File: config.mk
export PLATFORM = sky130hd
export DESIGN_NAME = pwb_bridge
export DESIGN_NICKNAME = d
export VERILOG_FILES = /design/src/rtl/pwb_pkg.sv /design/src/rtl/pwb_fifo.sv /design/src/rtl/pwb_inbound.sv /design/src/rtl/pwb_outbound.sv /design/src/rtl/pwb_status.sv /design/src/rtl/pwb_bridge.sv
export SDC_FILE = /design/constraint.sdc
export NUM_CORES = 1
export LEC_CHECK = 0
export CAP_MARGIN = 20
export CORE_MARGIN = 8
export CORE_UTILIZATION = 40
export DETAILED_ROUTE_END_ITERATION = 7
export SLEW_MARGIN = 30
export SYNTH_ARGS = -nofsm -noshare
export SYNTH_HDL_FRONTEND = slang
export SYNTH_HIERARCHICAL = 1
export SYNTH_SLANG_ARGS = --single-unit
File: constraint.sdc
create_clock -name clk -period 4.3 [get_ports clk]
set_input_delay 0.86 -clock clk [delete_from_list [all_inputs] [get_ports clk]]
set_output_delay 0.86 -clock clk [all_outputs]
set_load 0.01 [all_outputs]
File: src/rtl/pwb_pkg.sv
package pwb_pkg;

   typedef enum logic [1:0] {
      IB_IDLE = 2'd0,
      IB_FILL = 2'd1,
      IB_WAIT = 2'd2
   } ib_state_e;

   localparam int SIDES   = 2;
   localparam int SIDE_IN = 0;
   localparam int SIDE_HS = 1;
   localparam int BIT_TGT = 0;
   localparam int BIT_MST = 1;

   function automatic bit is_pow2(input int v);
      return (v > 0) && ((v & (v - 1)) == 0);
   endfunction

endpackage

File: src/rtl/pwb_fifo.sv
module pwb_fifo #(
   parameter int DW    = 32,
   parameter int DEPTH = 16
) (
   input  logic                         clk,
   input  logic                         rst_n,
   input  logic                         push,
   input  logic [DW-1:0]                din,
   input  logic                         pop,
   input  logic                         flush,
   output logic [DW-1:0]                dout,
   output logic [$clog2(DEPTH+1)-1:0]   count,
   output logic                         empty
);
   import pwb_pkg::*;

   localparam int  PTR_W = (DEPTH > 1) ? $clog2(DEPTH) : 1;
   localparam int  CW    = $clog2(DEPTH + 1);
   localparam bit  POW2  = is_pow2(DEPTH);

   initial begin
      a_cfg_depth: assert (DEPTH >= 2) else $error("pwb_fifo: DEPTH must be at least 2");
   end

   logic [DW-1:0]    mem [DEPTH];
   logic [PTR_W-1:0] wr_ptr, rd_ptr, wr_nxt, rd_nxt;
   logic             full;

   generate
      if (POW2) begin : g_pow2
         assign wr_nxt = wr_ptr + 1'b1;
         assign rd_nxt = rd_ptr + 1'b1;
      end else begin : g_wrap
         assign wr_nxt = (wr_ptr == PTR_W'(DEPTH - 1)) ? '0 : wr_ptr + 1'b1;
         assign rd_nxt = (rd_ptr == PTR_W'(DEPTH - 1)) ? '0 : rd_ptr + 1'b1;
      end
   endgenerate

   assign empty = (count == '0);
   assign full  = (count == CW'(DEPTH));
   assign dout  = mem[rd_ptr];

   always_ff @(posedge clk) begin
      if (push && !full) mem[wr_ptr] <= din;
   end

   always_ff @(posedge clk) begin
      if (!rst_n || flush) begin
         wr_ptr <= '0;
         rd_ptr <= '0;
         count  <= '0;
      end else begin
         if (push && !full) wr_ptr <= wr_nxt;
         if (pop && !empty) rd_ptr <= rd_nxt;
         case ({push && !full, pop && !empty})
            2'b10:   count <= count + 1'b1;
            2'b01:   count <= count - 1'b1;
            default: count <= count;
         endcase
      end
   end

   a_r5_no_overflow: assert property (@(posedge clk) disable iff (!rst_n)
      push |-> !full)
      else $error("buffer overflow");

   a_r4_no_underflow: assert property (@(posedge clk) disable iff (!rst_n)
      pop |-> !empty)
      else $error("buffer underflow");

endmodule

File: src/rtl/pwb_inbound.sv
module pwb_inbound #(
   parameter int AW        = 32,
   parameter int DW        = 32,
   parameter int MAX_BURST = 16,
   parameter int WIN_BYTES = 64
) (
   input  logic          clk,
   input  logic          rst_n,
   input  logic          cfg_hold,
   input  logic          ib_valid,
   input  logic          ib_first,
   input  logic          ib_last,
   input  logic [AW-1:0] ib_addr,
   input  logic [DW-1:0] ib_data,
   input  logic          ob_fin,
   input  logic          ob_abort,
   output logic          ib_ack,
   output logic          ib_retry,
   output logic          ib_disc,
   output logic          ib_done,
   output logic          ib_err,
   output logic          push,
   output logic [DW-1:0] push_data,
   output logic          burst_rdy,
   output logic [AW-1:0] base_addr
);
   import pwb_pkg::*;

   localparam int BYTES    = DW / 8;
   localparam int BYTE_LSB = $clog2(BYTES);
   localparam int WIN_LSB  = $clog2(WIN_BYTES);
   localparam int CNT_W    = $clog2(MAX_BURST + 1);

   ib_state_e      state;
   logic [CNT_W-1:0] cnt, cnt_nxt;
   logic [AW-1:0]  cur_addr, word_addr;
   logic           hold_q, hold_eff;
   logic           take, win_end, cut, close, fin_hold;

   always_comb begin
      take      = ib_valid && (((state == IB_IDLE) && ib_first) || (state == IB_FILL));
      word_addr = (state == IB_IDLE) ? ib_addr : cur_addr;
      win_end   = &word_addr[WIN_LSB-1:BYTE_LSB];
      cnt_nxt   = cnt + 1'b1;
      cut       = (cnt_nxt == CNT_W'(MAX_BURST)) || win_end;
      close     = take && (ib_last || cut);
      hold_eff  = (state == IB_IDLE) ? cfg_hold : hold_q;
      fin_hold  = (state == IB_WAIT) && ob_fin && hold_q;
   end

   assign ib_ack    = take;
   assign ib_disc   = take && cut && !ib_last;
   assign ib_retry  = ib_valid && ib_first && (state == IB_WAIT);
   assign push      = take;
   assign push_data = ib_data;
   assign burst_rdy = (state == IB_WAIT);

   always_ff @(posedge clk) begin
      if (!rst_n) begin
         state     <= IB_IDLE;
         cnt       <= '0;
         cur_addr  <= '0;
         base_addr <= '0;
         hold_q    <= 1'b0;
         ib_done   <= 1'b0;
         ib_err    <= 1'b0;
      end else begin
         ib_done <= (close && !hold_eff) || fin_hold;
         ib_err  <= fin_hold && ob_abort;
         case (state)
            IB_IDLE: begin
               if (take) begin
                  base_addr <= ib_addr;
                  cur_addr  <= ib_addr + AW'(BYTES);
                  cnt       <= CNT_W'(1);
                  hold_q    <= cfg_hold;
                  state     <= close ? IB_WAIT : IB_FILL;
               end
            end
            IB_FILL: begin
               if (take) begin
                  cur_addr <= cur_addr + AW'(BYTES);
                  cnt      <= cnt_nxt;
                  if (close) state <= IB_WAIT;
               end
            end
            IB_WAIT: begin
               if (ob_fin) begin
                  state <= IB_IDLE;
                  cnt   <= '0;
               end
            end
            default: state <= IB_IDLE;
         endcase
      end
   end

   a_r5_burst_cap: assert property (@(posedge clk) disable iff (!rst_n)
      cnt <= CNT_W'(MAX_BURST))
      else $error("burst count beyond limit");

   a_r3_retry_excl: assert property (@(posedge clk) disable iff (!rst_n)
      ib_retry |-> (!ib_ack && !ib_disc))
      else $error("retry together with accept");

   a_r3_wait_holds: assert property (@(posedge clk) disable iff (!rst_n)
      (state == IB_WAIT && !ob_fin) |=> (state == IB_WAIT))
      else $error("left wait before outbound end");

   a_r2_posted_done: assert property (@(posedge clk) disable iff (!rst_n)
      (close && !hold_eff) |=> (ib_done && !ib_err))
      else $error("posted completion missing");

   a_r11_hold_quiet: assert property (@(posedge clk) disable iff (!rst_n)
      (state == IB_WAIT && hold_q) |-> !ib_done)
      else $error("held write reported early");

endmodule

File: src/rtl/pwb_outbound.sv
module pwb_outbound #(
   parameter int AW        = 32,
   parameter int DW        = 32,
   parameter int MAX_BURST = 16,
   parameter int WIN_BYTES = 64
) (
   input  logic                           clk,
   input  logic                           rst_n,
   input  logic                           burst_rdy,
   input  logic [AW-1:0]                  base_addr,
   input  logic [DW-1:0]                  fifo_dout,
   input  logic [$clog2(MAX_BURST+1)-1:0] fifo_count,
   input  logic                           fifo_empty,
   input  logic                           pm_ready,
   input  logic                           pm_tabort,
   input  logic                           pm_mabort,
   output logic                           pm_valid,
   output logic [AW-1:0]                  pm_addr,
   output logic [DW-1:0]                  pm_data,
   output logic                           pm_last,
   output logic                           pop,
   output logic                           flush,
   output logic                           ob_fin,
   output logic                           ob_abort,
   output logic                           ob_tgt,
   output logic                           ob_mst
);
   localparam int BYTES    = DW / 8;
   localparam int BYTE_LSB = $clog2(BYTES);
   localparam int WIN_LSB  = $clog2(WIN_BYTES);
   localparam int CW       = $clog2(MAX_BURST + 1);

   logic [CW-1:0] idx;

   always_comb begin
      pm_valid = burst_rdy && !fifo_empty;
      pm_data  = fifo_dout;
      pm_last  = (fifo_count == CW'(1));
      pm_addr  = base_addr + (AW'(idx) << BYTE_LSB);
      ob_abort = pm_valid && (pm_tabort || pm_mabort);
      ob_tgt   = pm_valid && pm_tabort;
      ob_mst   = pm_valid && pm_mabort && !pm_tabort;
      pop      = pm_valid && pm_ready && !ob_abort;
      flush    = ob_abort;
      ob_fin   = ob_abort || (pop && pm_last);
   end

   always_ff @(posedge clk) begin
      if (!rst_n)      idx <= '0;
      else if (ob_fin) idx <= '0;
      else if (pop)    idx <= idx + 1'b1;
   end

   a_r6_same_window: assert property (@(posedge clk) disable iff (!rst_n)
      pm_valid |-> (pm_addr[AW-1:WIN_LSB] == base_addr[AW-1:WIN_LSB]))
      else $error("replay left the address window");

   a_r4_addr_step: assert property (@(posedge clk) disable iff (!rst_n)
      (pop && !pm_last) |=> (pm_valid && pm_addr == $past(pm_addr) + AW'(BYTES)))
      else $error("replay address did not step");

   a_r10_abort_stops: assert property (@(posedge clk) disable iff (!rst_n)
      ob_abort |=> !pm_valid)
      else $error("replay continued after abort");

endmodule

File: src/rtl/pwb_status.sv
module pwb_status (
   input  logic                                clk,
   input  logic                                rst_n,
   input  logic                                set_tgt,
   input  logic                                set_mst,
   input  logic [pwb_pkg::SIDES-1:0][1:0]      clr,
   input  logic [pwb_pkg::SIDES-1:0][1:0]      mask,
   output logic [pwb_pkg::SIDES-1:0][1:0]      st,
   output logic [pwb_pkg::SIDES-1:0]           irq
);
   import pwb_pkg::*;

   logic [1:0] setv;
   assign setv[BIT_TGT] = set_tgt;
   assign setv[BIT_MST] = set_mst;

   generate
      for (genvar g = 0; g < SIDES; g++) begin : g_side
         always_ff @(posedge clk) begin
            if (!rst_n) st[g] <= '0;
            else        st[g] <= (st[g] & ~clr[g]) | setv;
         end

         assign irq[g] = |(st[g] & ~mask[g]);

         a_r7_set_tgt: assert property (@(posedge clk) disable iff (!rst_n)
            set_tgt |=> st[g][BIT_TGT])
            else $error("target abort not recorded");

         a_r9_clear: assert property (@(posedge clk) disable iff (!rst_n)
            (clr[g][BIT_MST] && !set_mst) |=> !st[g][BIT_MST])
            else $error("clear did not take");
      end
   endgenerate

endmodule

File: src/rtl/pwb_bridge.sv
module pwb_bridge #(
   parameter int AW        = 32,
   parameter int DW        = 32,
   parameter int MAX_BURST = 16,
   parameter int WIN_BYTES = 64
) (
   input  logic          clk,
   input  logic          rst_n,
   input  logic          cfg_hold,
   input  logic          ib_valid,
   input  logic          ib_first,
   input  logic          ib_last,
   input  logic [AW-1:0] ib_addr,
   input  logic [DW-1:0] ib_data,
   output logic          ib_ack,
   output logic          ib_retry,
   output logic          ib_disc,
   output logic          ib_done,
   output logic          ib_err,
   output logic          pm_valid,
   output logic [AW-1:0] pm_addr,
   output logic [DW-1:0] pm_data,
   output logic          pm_last,
   input  logic          pm_ready,
   input  logic          pm_tabort,
   input  logic          pm_mabort,
   input  logic [1:0]    clr_int,
   input  logic [1:0]    clr_host,
   input  logic [1:0]    mask_int,
   input  logic [1:0]    mask_host,
   output logic [1:0]    st_int,
   output logic [1:0]    st_host,
   output logic          irq_int,
   output logic          irq_host
);
   import pwb_pkg::*;

   localparam int CW = $clog2(MAX_BURST + 1);

   initial begin
      a_cfg_dw:  assert (DW >= 16 && is_pow2(DW)) else $error("DW must be a power of two, at least 16");
      a_cfg_win: assert (is_pow2(WIN_BYTES) && WIN_BYTES > DW / 8) else $error("WIN_BYTES must be a power of two above the word size");
      a_cfg_max: assert (MAX_BURST >= 2) else $error("MAX_BURST must be at least 2");
      a_cfg_aw:  assert (AW > $clog2(WIN_BYTES)) else $error("AW too narrow for the window");
   end

   logic          push, pop, flush, burst_rdy, fifo_empty;
   logic [DW-1:0] push_data, fifo_dout;
   logic [CW-1:0] fifo_count;
   logic [AW-1:0] base_addr;
   logic          ob_fin, ob_abort, ob_tgt, ob_mst;
   logic [SIDES-1:0][1:0] clr_v, mask_v, st_v;
   logic [SIDES-1:0]      irq_v;

   pwb_inbound #(.AW(AW), .DW(DW), .MAX_BURST(MAX_BURST), .WIN_BYTES(WIN_BYTES)) u_in (
      .clk(clk), .rst_n(rst_n), .cfg_hold(cfg_hold),
      .ib_valid(ib_valid), .ib_first(ib_first), .ib_last(ib_last),
      .ib_addr(ib_addr), .ib_data(ib_data),
      .ob_fin(ob_fin), .ob_abort(ob_abort),
      .ib_ack(ib_ack), .ib_retry(ib_retry), .ib_disc(ib_disc),
      .ib_done(ib_done), .ib_err(ib_err),
      .push(push), .push_data(push_data),
      .burst_rdy(burst_rdy), .base_addr(base_addr)
   );

   pwb_fifo #(.DW(DW), .DEPTH(MAX_BURST)) u_buf (
      .clk(clk), .rst_n(rst_n), .push(push), .din(push_data),
      .pop(pop), .flush(flush), .dout(fifo_dout),
      .count(fifo_count), .empty(fifo_empty)
   );

   pwb_outbound #(.AW(AW), .DW(DW), .MAX_BURST(MAX_BURST), .WIN_BYTES(WIN_BYTES)) u_out (
      .clk(clk), .rst_n(rst_n), .burst_rdy(burst_rdy), .base_addr(base_addr),
      .fifo_dout(fifo_dout), .fifo_count(fifo_count), .fifo_empty(fifo_empty),
      .pm_ready(pm_ready), .pm_tabort(pm_tabort), .pm_mabort(pm_mabort),
      .pm_valid(pm_valid), .pm_addr(pm_addr), .pm_data(pm_data), .pm_last(pm_last),
      .pop(pop), .flush(flush), .ob_fin(ob_fin), .ob_abort(ob_abort),
      .ob_tgt(ob_tgt), .ob_mst(ob_mst)
   );

   assign clr_v[SIDE_IN]  = clr_int;
   assign clr_v[SIDE_HS]  = clr_host;
   assign mask_v[SIDE_IN] = mask_int;
   assign mask_v[SIDE_HS] = mask_host;

   pwb_status u_st (
      .clk(clk), .rst_n(rst_n), .set_tgt(ob_tgt), .set_mst(ob_mst),
      .clr(clr_v), .mask(mask_v), .st(st_v), .irq(irq_v)
   );

   assign st_int   = st_v[SIDE_IN];
   assign st_host  = st_v[SIDE_HS];
   assign irq_int  = irq_v[SIDE_IN];
   assign irq_host = irq_v[SIDE_HS];

   a_r3_no_accept_in_replay: assert property (@(posedge clk) disable iff (!rst_n)
      pm_valid |-> !ib_ack)
      else $error("accepted a word during replay");

   a_r10_abort_empties: assert property (@(posedge clk) disable iff (!rst_n)
      ob_abort |=> fifo_empty)
      else $error("buffer kept data after abort");

endmodule

==> out/qor.csv <==
stage;metric;value;unit
detailed_routing;postRouteAntennaNets;0;
detailed_routing;first_iter_violations;775;
layout;final_nets;1619;
layout;post-route-util;0.4771;
yosys;ys_async_sr_fraction;0;
yosys;synth_edf_count;512;
job;drv_cap;0;
layout;areaGrowthSynthToFinish;17.97;%
layout;fill_cells;5031;
placed_design;dp_slack;0.3033;ns
die;core-area;0.05902;mm²
detailed_routing;vias;12590;
global_route;grt_antenna_before_repair;2;
sta;finalSetupViolations;0;
global_route;grt_max_degree;49;
detailed_routing;routed_via_density;5.391;
worst_setup_path;worst_setup_path_start_kind;flop;
worst_setup_path;required;3.44;ns
detailed_routing;wire_per_inst;22.79;µm
sta;period_needed;4.058;ns
sta;fin_tns_setup;0;ns
power_and_ir_drop;fin_total_pwr;11840;µW
yosys;syn_area_per_cell;17.16;µm²
sta;slew_headroom;0.4248;
yosys;syn-num-nets;1493;
clock_network;htree_levels;2;
worst_setup_path;cp_top_family;buffers and inverters;
sta;rsz0062_at_grt;false;
worst_setup_path;reg2reg_depth;13;
placed_design;port_buffers;157;
worst_setup_path;worstPathArrival;3.20;ns
placed_design;gp_congestion;0.7691;
die;die_w;260.3;µm
yosys;synth-seq-area-share;0.7046;
detailed_routing;drc;0;
clock_network;ctsHoldBuffers;0;
worst_setup_path;path_class;flop to output pin;
clock_network;cts_setup_buffers;0;
sta;timing.fmax;246.4;MHz
die;start_util;0.4044;
yosys;synth_ff_type;edfxtp_1;
clock_network;cts_tree;built;
worst_setup_path;crit_cells;9;
yosys;synth_cells;1391;
sta;fin_skew;0.02045;ns
worst_setup_path;cpPeakStageDelay;0.58;ns
power_and_ir_drop;p_per_area;420.7;mW/mm²
layout;drive_gt1_frac;0.1915;
sta;layout_setup_ws;0.2422;ns
global_route;overflow;0;
sta;period_share;0.9437;
power_and_ir_drop;leakage;0.008922;µW
hold_path;holdPathStages;2;
die;io_pins;158;
die;dieHeight;260.3;µm
clock_network;cts_buffer_depth;3;
sta;hold_slack;0.4598;ns
clock_network;clock-sinks;584;
placed_design;hpwl;31.80;mm
worst_setup_path;end_kind;output pin;
hold_path;hold_class;flop to flop;
worst_setup_path;cp_slowest_cell;clkdlybuf4s50_1;
global_route;track_usage;0.1571;
global_route;grt_first_pass_wirelength;81.27;mm
detailed_routing;routed_wl;53.22;mm
detailed_routing;first_pass_iters;5;
clock_network;clock-root-buffer;clkbuf_16;
outcome;status;completed;
sta;tightestPinTransition;0.8570;ns
sta;hold_viol_final;0;
yosys;yosysUniqueCellTypes;66;
worst_setup_path;path_cells;ha_1 -> inv_1 -> fa_1 -> nand2b_1 -> a21oi_1 -> buf_4 -> o2111ai_1 -> xnor2_1 -> clkdlybuf4s50_1;
clock_network;clk_pin_slew;0.06;ns
yosys;ys_warn_count;6;
clock_network;cts-buffers-inserted;60;
sta;drv_slew;0;
die;std_cell_rows;89;
clock_network;clk_latency;0.63;ns
clock_network;postCtsResizedCells;0;
global_route;grt_pass1_vias;13280;
worst_setup_path;path_max_fanout;12;
worst_setup_path;path_buf_inv;3;
power_and_ir_drop;ir_drop;0.4254;mV
yosys;synth_area;0.02387;mm²
die;die_area;0.06774;mm²
yosys;ys_ff_latch;584;
[per-stage QoR]
step / cells / area (µm²)
2_1_floorplan: 1391 / 23880
3_3_place_gp: 2228 / 26200
3_5_place_dp: 2228 / 26200
4_1_cts: 2334 / 28150
5_1_grt: 2335 / 28160
6_report: 2335 / 28160
[Yosys cell counts, types with 6 or more instances]
library cell,instances,area (µm²)
edfxtp_1,512,15370
mux4_2,128,2883
nand2_1,128,480.5
buf_4,72,540.5
dfxtp_1,72,1441
a22oi_1,65,488.0
a21oi_1,53,265.3
nor2_1,40,150.1
clkbuf_1,34,127.6
inv_1,28,105.1
ha_1,20,250.2
xnor2_1,20,175.2
buf_2,18,90.09
xor2_1,18,157.7
nand3_1,13,65.06
nor3_1,13,65.06
o211ai_1,11,82.58
nor2b_1,10,62.56
and3_1,9,56.30
nand4_1,9,56.30
o21ai_0,9,45.04
buf_1,8,30.03
mux2i_1,8,80.08
nand2b_1,8,50.05
o21a_1,7,52.55
o21ai_1,7,35.03
and2_1,6,37.54
and4_1,6,52.55
[metal layers]
metal  up-vias  global-route usage  routed length [µm]
met3        69             0.03303                2961
met5         -                   0                  11
met2       290              0.2673               26900
met1      6552              0.2060               22410
li1       5675                   -                   -
met4         2             0.03630                 937
[layout by cell type (no fill, tap or decap), drive strengths merged, types with 27 or more instances in the layout]
master	instances
buf	42
a21oi	53
clkdlybuf4s50	156
clkinv	27
a22oi	65
mux4	128
inv	32
clkbuf	66
nor2	40
nand2	128
edfxtp	512
dfxtp	72
[worst register-to-register path: stages, from the launching register on]
cell       delay (ns)
dfxtp_1          0.39
or4_4            0.58
nor2_1           0.30
nor4b_4          0.12
nand2_1          0.21
inv_1            0.17
o21ai_4          0.12
inv_1            0.07
ha_1             0.29
ha_1             0.39
o21ai_0          0.09
or2_1            0.25
a2111oi_0        0.49
nand4bb_1        0.21
[where the power goes]
part	total (µW)	leakage [µW]	internal [µW]	switching, µW
sequential	6260	0.00520	6230	37.4
combinational	489	0.00278	220	269
clock	5090	0.000940	2930	2160
[cell families (layout without fill, tap and decap cells)]
| kind of cell | Yosys count | in the layout | share of synthesized area |
|---|---|---|---|
| AND/OR/NAND/NOR | 266 | 266 | 0.05510 |
| XOR/XNOR | 38 | 38 | 0.01394 |
| adder cells (fa/ha/maj) | 21 | 21 | 0.01132 |
| multiplexers | 136 | 136 | 0.1241 |
| AO/OA/AOI/OAI | 181 | 181 | 0.05201 |
| buffers and inverters | 165 | 335 | 0.03890 |
| other | 0 | 1 | 0 |
| flip-flops | 584 | 584 | 0.7046 |
[layout make-up]
class | instances | area [µm²] | area share
multi-input combinational | 642 | 6275 | 0.2229
clock inverter | 40 | 424.2 | 0.01506
antenna | 1 | 2.502 | 0.00008888
timing repair buffer | 199 | 2027 | 0.07199
sequential | 584 | 16820 | 0.5975
clock buffer | 66 | 1524 | 0.05413
tap | 773 | 967.2 | 0.03435
inverter | 30 | 112.6 | 0.003999
[flip-flops by register name, summed over array words and instances (netlist names), named ones only]
signal          count
u_buf/mem         512
u_in/base_addr     32
u_buf/count         5
u_in/cnt            5
u_out/idx           5
u_buf/rd_ptr        4
u_buf/wr_ptr        4
u_in/cur_addr       4
u_st/st             4
u_in/state          2
u_in/hold_q         1
u_in/ib_done        1
u_in/ib_err         1
[path summary, 6_finish.rpt]
kind                           from           endpoint  slack (ns)
setup / recovery       u_out/idx[0]        pm_addr[28]        0.24
hold / removal    u_in/base_addr[0]  u_in/base_addr[0]        0.46
setup reg to reg     u_buf/count[1]     u_buf/count[4]        0.57
hold reg to reg   u_in/base_addr[0]  u_in/base_addr[0]        0.46
No activity file was read; power rests on OpenSTA's default activity.
